## src/rtl/wavegen_pkg.sv

```systemverilog
package wavegen_pkg;

    localparam int CODE_W  = 8;
    localparam int PHASE_W = 6;
    localparam logic [CODE_W-1:0] CODE_MAX = {CODE_W{1'b1}};
    localparam logic [CODE_W-1:0] CODE_MIN = '0;

    typedef enum logic [1:0] {
        WAVE_RAMP   = 2'd0,
        WAVE_TRI    = 2'd1,
        WAVE_SQUARE = 2'd2,
        WAVE_SINE   = 2'd3
    } wave_e;

    typedef struct packed {
        logic [CODE_W-1:0]  code;
        logic               falling;
        logic [PHASE_W-1:0] phase;
    } gen_state_t;

endpackage

```

## src/rtl/wg_sine_rom.sv

```systemverilog
module wg_sine_rom
    import wavegen_pkg::*;
(
    input  logic [PHASE_W-1:0] idx,
    output logic [CODE_W-1:0]  val
);
    logic [4:0] lane;
    logic [4:0] fold;
    logic [6:0] mag;

    always_comb begin
        lane = idx[4:0];
        fold = (lane <= 5'd16) ? lane : 5'(6'd32 - {1'b0, lane});
    end

    // quarter period: round(127 * sin(2*pi*n/64)) for n = 0..16
    always_comb begin
        case (fold)
            5'd0:    mag = 7'd0;
            5'd1:    mag = 7'd12;
            5'd2:    mag = 7'd25;
            5'd3:    mag = 7'd37;
            5'd4:    mag = 7'd49;
            5'd5:    mag = 7'd60;
            5'd6:    mag = 7'd71;
            5'd7:    mag = 7'd81;
            5'd8:    mag = 7'd90;
            5'd9:    mag = 7'd98;
            5'd10:   mag = 7'd106;
            5'd11:   mag = 7'd112;
            5'd12:   mag = 7'd117;
            5'd13:   mag = 7'd122;
            5'd14:   mag = 7'd125;
            5'd15:   mag = 7'd126;
            default: mag = 7'd127;
        endcase
    end

    always_comb begin
        val = idx[5] ? (8'd128 - {1'b0, mag}) : (8'd128 + {1'b0, mag});
    end

    // the positive half never falls under mid-scale, the negative half never exceeds it
    always_comb begin
        a_r5_half_sign: assert (idx[5] ? (val <= 8'd128) : (val >= 8'd128));
    end

endmodule

```

## src/rtl/wg_square_timer.sv

```systemverilog
module wg_square_timer #(
    parameter int HOLD_W = 8
) (
    input  logic              clk,
    input  logic              rst,
    input  logic              advance,
    input  logic [HOLD_W-1:0] dwell,
    output logic              level_d
);
    typedef struct packed {
        logic [HOLD_W-1:0] cnt;
        logic              level;
    } sq_state_t;

    sq_state_t st_q, st_d;

    always_comb begin
        st_d = st_q;
        if (advance) begin
            if (st_q.cnt >= dwell) begin
                st_d.cnt   = '0;
                st_d.level = ~st_q.level;
            end else begin
                st_d.cnt = st_q.cnt + 1'b1;
            end
        end
        level_d = st_d.level;
    end

    always_ff @(posedge clk) begin
        if (rst) begin
            st_q <= '0;
        end else begin
            st_q <= st_d;
        end
    end

    // the level only moves on an accepted square step
    a_r4_level_needs_step: assert property (@(posedge clk) disable iff (rst)
        !advance |=> $stable(st_q.level));
    // a level change always restarts the dwell count
    a_r4_count_restarts: assert property (@(posedge clk) disable iff (rst)
        (advance && (st_q.level != level_d)) |=> (st_q.cnt == '0));

endmodule

```

## src/rtl/wg_code_next.sv

```systemverilog
module wg_code_next
    import wavegen_pkg::*;
(
    input  wave_e              sel,
    input  logic [CODE_W-1:0]  code_q,
    input  logic               falling_q,
    input  logic               sq_level,
    input  logic [CODE_W-1:0]  sine_val,
    output logic [CODE_W-1:0]  code_nx,
    output logic               falling_nx
);
    always_comb begin
        code_nx    = code_q;
        falling_nx = falling_q;
        unique case (sel)
            WAVE_RAMP: begin
                code_nx = code_q + 1'b1;
            end
            WAVE_TRI: begin
                if (!falling_q) begin
                    if (code_q == CODE_MAX) begin
                        falling_nx = 1'b1;
                        code_nx    = code_q - 1'b1;
                    end else begin
                        code_nx = code_q + 1'b1;
                    end
                end else begin
                    if (code_q == CODE_MIN) begin
                        falling_nx = 1'b0;
                        code_nx    = code_q + 1'b1;
                    end else begin
                        code_nx = code_q - 1'b1;
                    end
                end
            end
            WAVE_SQUARE: begin
                code_nx = sq_level ? CODE_MAX : CODE_MIN;
            end
            WAVE_SINE: begin
                code_nx = sine_val;
            end
            default: begin
                code_nx = code_q;
            end
        endcase
    end

    // a triangle step never jumps between the ends of the range
    always_comb begin
        a_r3_no_wrap: assert (sel != WAVE_TRI ||
            !((code_q == CODE_MAX && code_nx == CODE_MIN) ||
              (code_q == CODE_MIN && code_nx == CODE_MAX)));
    end

endmodule

```

## src/rtl/wave_pattern_gen.sv

```systemverilog
module wave_pattern_gen
    import wavegen_pkg::*;
#(
    parameter int HOLD_W = 8
) (
    input  logic              clk,
    input  logic              rst,
    input  logic              run,
    input  logic [1:0]        wave_sel,
    input  logic              step_en,
    input  logic              inc_req,
    input  logic              dec_req,
    input  logic [HOLD_W-1:0] dwell,
    output logic [7:0]        dac_code
);
    gen_state_t st_q, st_d;

    wave_e              sel;
    logic               stepping;
    logic               sq_level_d;
    logic [CODE_W-1:0]  sine_val;
    logic [CODE_W-1:0]  code_nx;
    logic               falling_nx;

    assign sel      = wave_e'(wave_sel);
    assign stepping = run && step_en;

    wg_sine_rom u_rom (
        .idx (st_q.phase),
        .val (sine_val)
    );

    wg_square_timer #(.HOLD_W(HOLD_W)) u_sq (
        .clk     (clk),
        .rst     (rst),
        .advance (stepping && (sel == WAVE_SQUARE)),
        .dwell   (dwell),
        .level_d (sq_level_d)
    );

    wg_code_next u_nx (
        .sel        (sel),
        .code_q     (st_q.code),
        .falling_q  (st_q.falling),
        .sq_level   (sq_level_d),
        .sine_val   (sine_val),
        .code_nx    (code_nx),
        .falling_nx (falling_nx)
    );

    always_comb begin
        st_d = st_q;
        if (run) begin
            if (step_en) begin
                st_d.code    = code_nx;
                st_d.falling = falling_nx;
                if (sel == WAVE_SINE) begin
                    st_d.phase = st_q.phase + 1'b1;
                end
            end
        end else if (inc_req && !dec_req) begin
            if (st_q.code != CODE_MAX) begin
                st_d.code = st_q.code + 1'b1;
            end
        end else if (dec_req && !inc_req) begin
            if (st_q.code != CODE_MIN) begin
                st_d.code = st_q.code - 1'b1;
            end
        end
    end

    always_ff @(posedge clk) begin
        if (rst) begin
            st_q <= '0;
        end else begin
            st_q <= st_d;
        end
    end

    assign dac_code = st_q.code;

    // ramp steps by one and wraps
    a_r2_ramp_step: assert property (@(posedge clk) disable iff (rst)
        (stepping && sel == WAVE_RAMP) |=> (dac_code == 8'($past(dac_code) + 1)));
    // square output sits at an end of the range
    a_r4_square_ends: assert property (@(posedge clk) disable iff (rst)
        (stepping && sel == WAVE_SQUARE) |=> (dac_code == CODE_MAX || dac_code == CODE_MIN));
    // no strobe in run mode, no change
    a_r6_hold_without_step: assert property (@(posedge clk) disable iff (rst)
        (run && !step_en) |=> $stable(dac_code));
    // manual increase stops at the top
    a_r7_top_saturates: assert property (@(posedge clk) disable iff (rst)
        (!run && inc_req && !dec_req && dac_code == CODE_MAX) |=> (dac_code == CODE_MAX));
    // manual decrease stops at the bottom
    a_r8_bottom_saturates: assert property (@(posedge clk) disable iff (rst)
        (!run && dec_req && !inc_req && dac_code == CODE_MIN) |=> (dac_code == CODE_MIN));
    // no net request outside run mode keeps the code frozen
    a_r10_frozen: assert property (@(posedge clk) disable iff (rst)
        (!run && (inc_req == dec_req)) |=> $stable(dac_code));

endmodule

```

## config.mk

```make
export PLATFORM = sky130hd
export DESIGN_NAME = wave_pattern_gen
export DESIGN_NICKNAME = d
export VERILOG_FILES = /design/src/rtl/wavegen_pkg.sv /design/src/rtl/wg_sine_rom.sv /design/src/rtl/wg_square_timer.sv /design/src/rtl/wg_code_next.sv /design/src/rtl/wave_pattern_gen.sv
export SDC_FILE = /design/constraint.sdc
export NUM_CORES = 1
export LEC_CHECK = 0
export ABC_AREA = 0
export BUFFER_PORTS_ARGS = -buffer_cell sky130_fd_sc_hd__buf_2
export CAP_MARGIN = 30
export CELL_PAD_IN_SITES_DETAIL_PLACEMENT = 0
export CELL_PAD_IN_SITES_GLOBAL_PLACEMENT = 1
export CORE_MARGIN = 5
export CORE_UTILIZATION = 25
export DETAILED_ROUTE_END_ITERATION = 10
export PLACE_DENSITY = 0.6
export SETUP_SLACK_MARGIN = 0.2
export SLEW_MARGIN = 40
export SYNTH_ARGS = -nofsm -noshare
export SYNTH_HDL_FRONTEND = slang
export SYNTH_SLANG_ARGS = --single-unit
```

## constraint.sdc

```tcl
create_clock -name clk -period 3.45 [get_ports clk]
set_clock_uncertainty 0.2 [all_clocks]
set_input_delay 0.1725 -clock clk [delete_from_list [all_inputs] [get_ports clk]]
set_output_delay 0.1725 -clock clk [all_outputs]
set_load 0.01 [all_outputs]
```

Word level (Yosys, flattened, before mapping)
Memories as Yosys holds them, arrays and structs flattened.
Cells that the tools add are included.
{"block": "word_totals", "register_bits": 24, "mem_bits_ro": 112, "input_bits": 16, "output_inout_bits": 8, "wordCells": 59, "memories": 1}
{"name": "(name not given)", "depth": 16, "width": 7, "rd": 1, "rd_clocked_by_memory_dff": 0, "wr": 0, "line_no": "wg_sine_rom.sv:18", "source": "case (fold)"}
{"block": "classes", "addsub": 7, "n_lt_le_gt_ge": 2, "eq_ne": 7, "n_mux": 22, "bitwise_logic": 1, "reduce_logical": 14}
{"op": "$mux 8", "n": 11}
{"op": "$pmux 8 s4", "n": 1}
{"op": "$add 8x1->8 const B", "n": 2}
{"op": "$mux 15", "n": 1}
{"op": "$add 8x7->8 const A", "n": 1}
{"op": "$eq 8x8->1 const B", "n": 1}
{"op": "$ge 8x8->1", "n": 1}
{"op": "$logic_not 8->1", "n": 1}
{"op": "$ne 8x8->1 const B", "n": 1}
{"op": "$reduce_bool 8->1", "n": 1}
{"op": "$sub 8x1->8 const B", "n": 1}
{"op": "$sub 8x7->8 const A", "n": 1}
{"op": "$mux 7", "n": 1}
{"op": "$add 6x1->6 const B", "n": 1}
{"op": "$mux 1", "n": 6}
{"op": "$mux 6", "n": 1}
{"op": "$reduce_and 3->1", "n": 2}
{"op": "$reduce_bool 3->1", "n": 2}
{"op": "$le 5x5->1 const B", "n": 1}
{"op": "$mux 5", "n": 1}
{"op": "$sub 1x5->5 const A", "n": 1}
{"op": "$eq 2x2->1 const B", "n": 2}
{"op": "$logic_and 1x1->1", "n": 4}
{"op": "$reduce_and 4->1", "n": 1}
{"op": "other kinds (6)", "n": 7}

Longest topological paths before layout
Gate-level depths: netlist of the first run.
An unclocked memory read counts as a cell.
{"block": "depth", "word_depth": 9, "depth_mapped": 19, "ltp_nobuf": 17}

By module
Synthesis of the first run repeated with hierarchy kept, for this count alone.
{"block": "hier_totals", "cells_unflattened": 393, "hier_area_um2": 2992.9}
{"module": "wave_pattern_gen", "n_inst": 1, "cells_each": 148, "area_per_inst_um2": 1147.4, "seq_area_each_um2": 300.3}
{"module": "wg_code_next", "n_inst": 1, "cells_each": 94, "area_per_inst_um2": 644.4, "seq_area_each_um2": 0.0}
{"module": "wg_sine_rom", "n_inst": 1, "cells_each": 85, "area_per_inst_um2": 621.8, "seq_area_each_um2": 0.0}
{"module": "wg_square_timer", "n_inst": 1, "cells_each": 66, "area_per_inst_um2": 579.3, "seq_area_each_um2": 180.2}

Worst setup path after synthesis of the first run
Ideal clock, no wire load.
{"block": "synth_path", "path_type": "register -> register", "from": "reg st_q[0] (netlist bit)", "to": "reg st_q, in the netlist dac_code[2]", "setup_time_ns": 0.125, "arrival_time_ns": 3.286, "required_ns": 3.125, "path_slack_ns": -0.161, "stages_incl_launch_ff": 19, "path_buffers": 2, "synth_period_minus_slack_ns": 3.611, "path_cell_list": "dfxtp_1 > buf_6 > clkinv_1 > ha_1 > buf_4 > nor3b_1 > o21ai_2 > ha_1 > inv_1 > a221o_1 > a21o_1 > o211ai_2 > nor2_1 > ha_1 > nor2b_1 > o32a_1 > o211ai_1 > a21oi_1 > a211oi_1"}
{"block": "synth_via", "elab_chain_cells": 9, "word_cells_on_any_way": 11, "classes_between": "3 x add/sub; 1 x order compare; 6 x mux; 1 x memory"}
{"item": "start, declared", "line_no": "wave_pattern_gen.sv:16", "source": "gen_state_t st_q, st_d;"}
{"item": "start signal, assigned", "line_no": "wave_pattern_gen.sv:76", "source": "st_q <= st_d;"}
{"item": "$sub 1x5->5 / $le 5x5->1 (equally long branches)", "line_no": "wg_sine_rom.sv:13", "source": "fold = (lane <= 5'd16) ? lane : 5'(6'd32 - {1'b0, lane});"}
{"item": "$mux 5 (*)", "line_no": "wg_sine_rom.sv:13"}
{"item": "$mem_v2 16x7"}
{"item": "$mux 7 (*)", "line_no": "wg_sine_rom.sv:18"}
{"item": "$add 8x7->8 / $sub 8x7->8 (equally long branches)", "line_no": "wg_sine_rom.sv:40", "source": "val = idx[5] ? (8'd128 - {1'b0, mag}) : (8'd128 + {1'b0, mag});"}
{"item": "$mux 8 (*)", "line_no": "wg_sine_rom.sv:40"}
{"item": "$pmux 8 s4 (*)", "line_no": "wg_code_next.sv:15", "source": "unique case (sel)"}
{"item": "$mux 15 (*)", "line_no": "wave_pattern_gen.sv:54", "source": "if (step_en) begin"}
{"item": "$mux 8 (*)", "line_no": "wave_pattern_gen.sv:53", "source": "if (run) begin"}
Mark *: on every way between the ends. The rest lies on a longest branch, timed or not. The select of a mux whose other input is x is not followed.
A chain may end at the register's enable or synchronous reset.

Worst setup path in the final report of the first run
Same ends and word-level chain as after synthesis.

==> metrics.yaml, run 1 <==
status: "completed"
row_count: 38
drv_slew: 0
cts_tree: "built"
fp.dieH_um: 115.1
gr-usage-all-layers_pct: 11.51
cts_made_buffers: 3
hold_path_class: "primary input to flip-flop"
crit_path_start_kind: "flip-flop"
clock_sinks: 24
finalNetCount: 417
num_io_pins: 24
timing.setup.tns_ns: 0
synth_warnings: 0
core_mm2: 0.01084
grt.met3_usage_pct: 1.105
dp_hpwl_um: 5736
crit_buf_inv: 2
wl_per_cell_um: 14.88
r2r_slack_ns: 0.31
drt_wl_total_um: 7750
fin_crit_sh_pct: 91.00
critical_path_peak_fanout: 9
ir_drop_mv: 0.1280
grt_setup_unrepaired: "no"
synth.distinct_cells: 68
drc: 0
startpoint: "st_q[0]$_SDFFE_PP0P_"
setup_viol: 0
crit_top_cell: "ha_4"
use_met1_pct: 15.97
met2_usage_pct: 19.41
cts-root-buf: "clkbuf_8"
hp-start: "rst"
synth_edf_count: 0
drv_cap: 0
cts_hold_buf: 0
grt_overflow: 0
drive_gt1_share_pct: 20.73
ys_async_sr_fraction_pct: 0
fin_ws_ns: 0.3106
cts_max_level: 1
initial_utilization_pct: 25.45
portBuffers: 23
max_stage_delay_ns: 0.38
hold_path_depth: 2
insertedDiodeCount: 0
r2r-end: "dac_code[2]$_SDFFE_PP0P_"
initialDrtViolationCount: 180
grt_first_pass_wirelength_um: 12520
path_clk_slew_ns: 0.11
rr_worst_depth: 17
cpMaxStageDelayCell: "dfxtp_4"
ys_seq_area_share_pct: 17.41
clk_latency_ns: 0.29
power.density_mw_per_mm2: 258.6
maxSlewHeadroom_pct: 66.15
p_leak_nw: 1.292
finish.utilization_pct: 29.40
die_area_mm2: 0.01324
finalPower_mw: 0.8243
synth_nets: 400
dpl_worst_slack_ns: 0.1188
critPathArrivalTime_ns: 3.11
hold_viol: 0
ys_ff_latch: 24
cts_buffer_depth: 2
syn_area_mm2: 0.002759
place_congestion: 0.8439
min_period_ns: 3.139
busiest_layer: "met2"
worstPathRequired_ns: 3.42
fmax_ghz: 0.3185
die_x_um: 115.1
dr.pass1.iters: 4
criticalPathCategory: "flip-flop to flip-flop"
synth_ff_type: "dfxtp_1"
grt_pass1_vias: 2457
rr_startpoint: "st_q[0]$_SDFFE_PP0P_"
grt_antenna_before_repair: 0
syn_to_final_growth_pct: 15.51
synth_cells: 365
num_vias: 2602
worstMarginPinSlew_ns: 0.5042
vias_per_cell: 4.994
cp_cell_sequence: "clkinv_8 > ha_4 > nor3b_4 > o21ai_2 > o21ai_4 > ha_4 > inv_2 > a221o_1 > a21o_1 > o211ai_4 > nor2_2 > ha_2 > nor2b_2 > o32a_1 > o211ai_1 > a21oi_1 > a211oi_1"
antenna_violating_nets_post_route: 0
hold_end: "st_q[0]$_SDFFE_PP0P_"
grt_max_degree: 20
endpoint_kind: "flip-flop"
cpLargestDelayFamily: "compound AO/OA/AOI/OAI gates"
synth.avg_cell_area_um2: 7.559
## placed cells by master (no fill, tap or decap), types with 4 or more instances in the layout
master	n
xor2_1	16
a21oi_1	14
nand2_1	27
nor3b_1	4
nor3_1	9
dfxtp_1	23
o21ai_0	17
buf_2	23
a31oi_1	5
nand2b_1	6
a211oi_1	11
buf_4	20
nand3_1	16
a21o_1	5
nor2_1	40
inv_1	18
nand4_1	5
mux2i_1	8
ha_1	15
xnor2_1	16
## area by class of cell
cell class,instances,area [um2]
fillers,1174,7654
multi-input cells,288,2091
flip-flops and latches,24,484.2
repair buffers,43,265.3
well taps,140,175.2
inverters,22,100.1
clock buffers,3,41.29
clock inverters,1,30.03
## metrics by stage
stage          cells  hold WS (ns)  area (um2)
6_report         521        0.1038        3187
3_3_place_gp     509        0.3105        2989
3_5_place_dp     509        0.3116        2989
2_1_floorplan    365        0.1611        2820
5_1_grt          521        0.1125        3187
4_1_cts          513       0.09994        3089
## worst max path at each step
stage	endpoint	slack (ns)	depth (start not counted)
after global placement	dac_code[7]$_SDFFE_PP0P_	0.12	14
after detailed placement	dac_code[7]$_SDFFE_PP0P_	0.12	14
after CTS	dac_code[4]$_SDFFE_PP0P_	0.19	15
final	dac_code[2]$_SDFFE_PP0P_	0.31	17
after floorplan	dac_code[2]$_SDFFE_PP0P_	0.22	19
after global routing	dac_code[2]$_SDFFE_PP0P_	0.18	17
## registers in the layout, indices dropped and copies added, names as in the netlist
register,count
st_q,7
dac_code,8
u_sq.st_q,9
## synth_stat cells (3+ instances only)
| master | number | share of area [%] |
|---|---|---|
| nand2_1 | 28 | 3.8 |
| nor3_1 | 9 | 1.6 |
| buf_2 | 7 | 1.3 |
| dfxtp_1 | 24 | 17 |
| a21oi_1 | 14 | 2.5 |
| buf_4 | 11 | 3.0 |
| ha_1 | 19 | 8.6 |
| o22ai_1 | 3 | 0.68 |
| mux2i_1 | 8 | 2.9 |
| nand2b_1 | 6 | 1.4 |
| nor3b_1 | 5 | 1.4 |
| nand3_1 | 17 | 3.1 |
| inv_1 | 20 | 2.7 |
| nand4_1 | 5 | 1.1 |
| o32ai_1 | 3 | 0.95 |
| buf_6 | 4 | 1.6 |
| nor2b_1 | 3 | 0.68 |
| nor2_1 | 41 | 5.6 |
| xor2_1 | 16 | 5.1 |
| a21o_1 | 5 | 1.4 |
| o31ai_1 | 3 | 0.82 |
| xnor2_1 | 16 | 5.1 |
| a211oi_1 | 12 | 3.3 |
| and3_1 | 3 | 0.68 |
| a31oi_1 | 5 | 1.1 |
| o21ai_0 | 19 | 3.4 |
| clkbuf_1 | 7 | 0.95 |
## routing by layer
metal	up-vias	routed length, um	share of wire (%)
met1	1223	3868	50
met3	4	245	3.2
met4	0	74	0.95
met2	45	3562	46
li1	1330	-	-
met5	-	0	0
## report_power, final
part | internal (mW) | switching, mW
Sequential | 0.288 | 0.0254
Combinational | 0.105 | 0.136
Clock | 0.156 | 0.115
## timing repair
action                     CTS  global route
buffers inserted             0             8
setup endpoints to repair    5             6
pin swaps                    2             5
resized for setup            4             9
## cell families after synthesis
logic type	share of synthesized area [%]
adder cells (fa/ha/maj)	8.617
AND/OR/NAND/NOR	24.35
multiplexers	2.903
flip-flops	17.41
AO/OA/AOI/OAI	25.85
XOR/XNOR	10.16
buffers and inverters	10.70
No activity file was read; power rests on OpenSTA's default activity.
==> run 2: changes to the inputs <==
- CTS_BUF_LIST: not set -> sky130_fd_sc_hd__clkbuf_4
==> run 2 against run 1 <==
Compared with the run above:
- non-clock buffer count stayed put
- cell area is 0.59% lower
- final cell count stayed put
- power is 5.1% lower
- register-to-register slack hardly changed
- highest routed layer unchanged
- critical path type unchanged
- first-iteration DRC count is 10% higher
- die area stayed put
- clock power is 16% lower
- sequential power hardly changed
- sequential share of layout area is 0.090 points higher
==> metrics.yaml, run 2 (synthesis results as in run 1) <==
status: "completed"
dr.pass1.iters: 4
drv_cap: 0
core_mm2: 0.01084
grt_antenna_before_repair: 0
initialDrtViolationCount: 198
finalNetCount: 417
wl_per_cell_um: 15.00
setup_viol: 0
grt_overflow: 0
cts_tree: "built"
largest-register: "u_sq.st_q"
drv_slew: 0
cts_hold_buf: 0
worstPathRequired_ns: 3.49
fmax_ghz: 0.3188
cts_made_buffers: 3
path_clk_slew_ns: 0.17
place_congestion: 0.8439
final_common_cell: "nor2_1"
drc: 0
cts_buffer_depth: 2
cts-root-buf: "clkbuf_4"
fin_crit_sh_pct: 90.93
clk_latency_ns: 0.35
ir_drop_mv: 0.1390
crit_path_start_kind: "flip-flop"
critPathArrivalTime_ns: 3.18
dp.cells: 509
rr_worst_depth: 17
fp.dieH_um: 115.1
final_cell_mix: "nor2_1, nand2_1, dfxtp_1, buf_2, buf_4"
num_io_pins: 24
largest_register_ffs: 9
grt_setup_unrepaired: "no"
p_leak_nw: 1.284
power.density_mw_per_mm2: 247.0
dp_hpwl_um: 5736
insertedDiodeCount: 0
grt_max_degree: 20
critical_path_peak_fanout: 9
min_period_ns: 3.137
cts_max_level: 1
endpoint_kind: "flip-flop"
worstMarginPinSlew_ns: 0.5104
hold_ws_ns: 0.02754
hold_viol: 0
grt_pass1_vias: 2461
antenna_violating_nets_post_route: 0
layout.cells.non_filler: 521
die_area_mm2: 0.01324
num_vias: 2612
criticalPathCategory: "flip-flop to flip-flop"
drt_wl_total_um: 7815
hold_path_depth: 2
portBuffers: 23
initial_utilization_pct: 25.45
clock_sinks: 24
vias_per_cell: 5.013
row_count: 38
gr-usage-all-layers_pct: 11.51
syn_to_final_growth_pct: 14.83
timing.setup.tns_ns: 0
die_x_um: 115.1
maxSlewHeadroom_pct: 65.92
hold_path_class: "primary input to flip-flop"
drive_gt1_share_pct: 20.73
grt_first_pass_wirelength_um: 12530
[run 2: cell counts in the layout (fill, tap and decap cells not counted)]
Identical to the previous run, type by type.
[run 2: final timing paths]
| path | start | to | slack [ns] |
|---|---|---|---|
| setup / recovery | st_q[0]$_SDFFE_PP0P_ | dac_code[2]$_SDFFE_PP0P_ | 0.31 |
| hold / removal | rst | st_q[0]$_SDFFE_PP0P_ | 0.03 |
| setup reg to reg | st_q[0]$_SDFFE_PP0P_ | dac_code[2]$_SDFFE_PP0P_ | 0.31 |
| hold reg to reg | u_sq.st_q[8]$_SDFFE_PP0P_ | u_sq.st_q[8]$_SDFFE_PP0P_ | 0.34 |
[run 2: power by group]
group / internal [mW] / switching [mW]
combinational: 0.105 / 0.136
sequential: 0.288 / 0.0255
clock: 0.118 / 0.110
total: 0.510 / 0.272
[run 2: repair_timing]
action / 4_1_cts / 5_1_grt
pin swaps: 2 / 5
setup endpoints to repair: 6 / 6
gates resized for setup: 4 / 9
setup buffers: 0 / 8
[run 2: cell type report]
class,count,area (um2)
Clock inverter,1,30.03
Clock buffer,3,22.52
Fill cell,1181,7672
Tap cell,140,175.2
Multi-Input combinational cell,288,2091
Inverter,22,100.1
Sequential cell,24,484.2
Timing Repair Buffer,43,265.3
[run 2: routing by layer]
layer / vias to the layer above / routed length, um / track usage [%]
met1: 1242 / 3932 / 15.91
met4: 0 / 47 / 2.347
met3: 2 / 198 / 1.105
met2: 38 / 3637 / 19.48
met5: - / 0 / 0
li1: 1330 / - / -
[run 2: per-stage QoR]
step                utilization [%]  instance area (um2)  worst slack (ns)  total power [mW]
detailed placement            27.57                 2989            0.1188            0.5511
finish                        29.22                 3168            0.3128            0.7826
floorplan                         -                 2820            0.2196            0.5009
global route                  29.22                 3168            0.1731            0.8314
CTS                           28.32                 3070            0.1830            0.7868
global placement              27.57                 2989            0.1151            0.5515
[run 2: worst max-delay path: stages (launching register included)]
cell and delay (ns):
dfxtp_4 0.40, clkinv_8 0.08, ha_4 0.16, nor3b_4 0.26, o21ai_2 0.10, o21ai_4 0.09
ha_4 0.17, inv_2 0.04, a221o_1 0.33, a21o_1 0.22, o211ai_4 0.12, nor2_2 0.07
ha_2 0.19, nor2b_2 0.14, o32a_1 0.17, o211ai_1 0.09, a21oi_1 0.12, a211oi_1 0.08
==> run 3: changes to the inputs <==
- REMOVE_ABC_BUFFERS: not set -> 1
==> run 3 against run 2 <==
Compared with the run above:
- critical endpoint unchanged
- global-route usage decreased by 0.088 points
- final cell count increased by 0.58%
- critical path type unchanged
- via count down 0.77%
- first-iteration DRC count down 40%
- largest cell class unchanged
- largest power group unchanged
- combinational power increased by 4%
- die area is the same
- register-to-register slack improved by 0.06 ns
- worst hold slack improved by 0.021 ns
- sequential power decreased by 3%
==> metrics.yaml, run 3 (synthesis results as in run 1) <==
status: "completed"
design_area_mm2: 0.003114
criticalPathCategory: "flip-flop to flip-flop"
drv_cap: 0
num_vias: 2592
finalNetCount: 419
max_stage_delay_ns: 0.36
swShare_pct: 33.68
cts-root-buf: "clkbuf_4"
worstPathRequired_ns: 3.47
power.switching_mw: 0.2607
power.density_mw_per_mm2: 248.6
initialDrtViolationCount: 119
clkPwrFrac_pct: 28.2
dpl_worst_slack_ns: 0.1436
placed_area_mm2: 0.002992
internal_power_mw: 0.5134
grt_setup_unrepaired: "yes"
initial_utilization_pct: 25.45
path_clk_slew_ns: 0.16
hold_path_class: "primary input to flip-flop"
gr-usage-all-layers_pct: 11.42
die_x_um: 115.1
wl_met3_um: 272
largest-register: "u_sq.st_q"
setup_viol: 0
ir_drop_mv: 0.1274
hold_ws_ns: 0.04857
core_mm2: 0.01084
place_congestion: 0.8211
grt_pass1_vias: 2452
final_common_cell: "nor2_1"
portBuffers: 23
antenna_violating_nets_post_route: 0
hp-start: "rst"
grt_antenna_before_repair: 1
crit_path_start_kind: "flip-flop"
critPathArrivalTime_ns: 3.10
cts_buffer_depth: 2
startpoint: "st_q[1]$_SDFFE_PP0P_"
final_cell_mix: "nor2_1, nand2_1, buf_2"
syn_to_final_growth_pct: 12.88
fmax_ghz: 0.3253
grt_overflow: 0
crit_buf_inv: 2
fin_crit_sh_pct: 89.11
die_area_mm2: 0.01324
cpMaxStageDelayCell: "dfxtp_2"
fp.dieH_um: 115.1
cp_cell_sequence: "inv_2 > ha_4 > nor3b_4 > o21ai_2 > o21ai_2 > ha_2 > inv_2 > a221o_1 > a21o_1 > o211ai_2 > nor2_1 > ha_2 > nor2b_2 > o32a_1 > o211ai_1 > a21oi_1 > a211oi_1"
cpLargestDelayFamily: "compound AO/OA/AOI/OAI gates"
min_period_ns: 3.074
fin_ws_ns: 0.3757
endpoint_kind: "flip-flop"
maxSlewHeadroom_pct: 53.49
dr_wl_met2_um: 3612
wl_met1_um: 3599
hold_viol: 0
cts_made_buffers: 3
grt_first_pass_wirelength_um: 12520
largest_register_ffs: 9
dr.pass1.iters: 4
clock_sinks: 24
cts_max_level: 1
clk_latency_ns: 0.33
critical_path_peak_fanout: 4
p_leak_nw: 1.283
num_io_pins: 24
cts_tree: "built"
dp_hpwl_um: 5740
p_seq_share_pct: 39.6
worstMarginPinSlew_ns: 0.6931
drc: 0
vias_per_cell: 4.947
row_count: 38
drive_gt1_share_pct: 20.63
grt_max_degree: 20
finish.utilization_pct: 28.73
drv_slew: 0
highest_layer: "met4"
drt_wl_total_um: 7584
wl_per_cell_um: 14.47
combPwrFrac_pct: 32.3
rr_startpoint: "st_q[1]$_SDFFE_PP0P_"
-- run 3: changes by cell type in the layout (fill, tap and decap cells not counted), moves of 2 or more --
| cell | delta |
|---|---|
| ha_4 | -2 |
| buf_4 | +2 |
| dfxtp_1 | -2 |
| dfxtp_2 | +3 |
-- run 3: final timing paths --
path / endpoint / slack (ns) / depth (start not counted)
hold reg to reg: u_sq.st_q[8]$_SDFFE_PP0P_ / 0.35 / 2
hold / removal: u_sq.st_q[2]$_SDFFE_PP0P_ / 0.05 / 2
setup reg to reg: dac_code[2]$_SDFFE_PP0P_ / 0.38 / 17
setup / recovery: dac_code[2]$_SDFFE_PP0P_ / 0.38 / 17
-- run 3: power by group through the flow --
stage          registers (mW)  clock network [mW]  logic (mW)
5_1_grt                 0.309               0.240       0.279
4_1_cts                 0.306               0.225       0.247
2_1_floorplan           0.322                   0       0.145
3_5_place_dp            0.312                   0       0.245
3_3_place_gp            0.312                   0       0.246
6_report                0.306               0.218       0.250
-- run 3: area by class of cell --
class | instances | area [um2]
inverter | 22 | 87.58
multi-input combinational | 288 | 2032
clock buffer | 3 | 22.52
clock inverter | 1 | 30.03
antenna | 1 | 2.502
sequential | 24 | 484.2
timing repair buffer | 45 | 280.3
tap | 140 | 175.2
fill | 1181 | 7726
-- run 3: routing by layer --
layer	vias up	GRT usage (%)
met4	0	3.365
met5	-	0
met1	1213	15.46
met3	6	0.9474
met2	41	19.33
li1	1332	-
-- run 3: through the flow --
stage / std cells / total power, mW / setup TNS (ns)
floorplan: 334 / 0.4664 / -1.375
detailed placement: 517 / 0.5567 / 0
CTS: 521 / 0.7772 / 0
finish: 524 / 0.7741 / 0
global placement: 517 / 0.5581 / 0
global route: 524 / 0.8278 / 0
-- run 3: what timing repair did --
action | in CTS | in global routing
endpoints found under the hold margin | 0 | 0
pin swaps | 0 | 13
endpoints found under the setup margin | 3 | 7
resized for setup | 2 | 16
gates cloned | 0 | 0
hold buffers | 0 | 0
setup buffers | 0 | 2
-- run 3: worst register-to-register path, delay by kind of cell (launching register included) --
kind,cells,cell delay (ns)
AO/OA/AOI/OAI,9,1.27
adder cells (fa/ha/maj),3,0.56
buffers and inverters,2,0.12
flip-flops,1,0.36
AND/OR/NAND/NOR,3,0.45
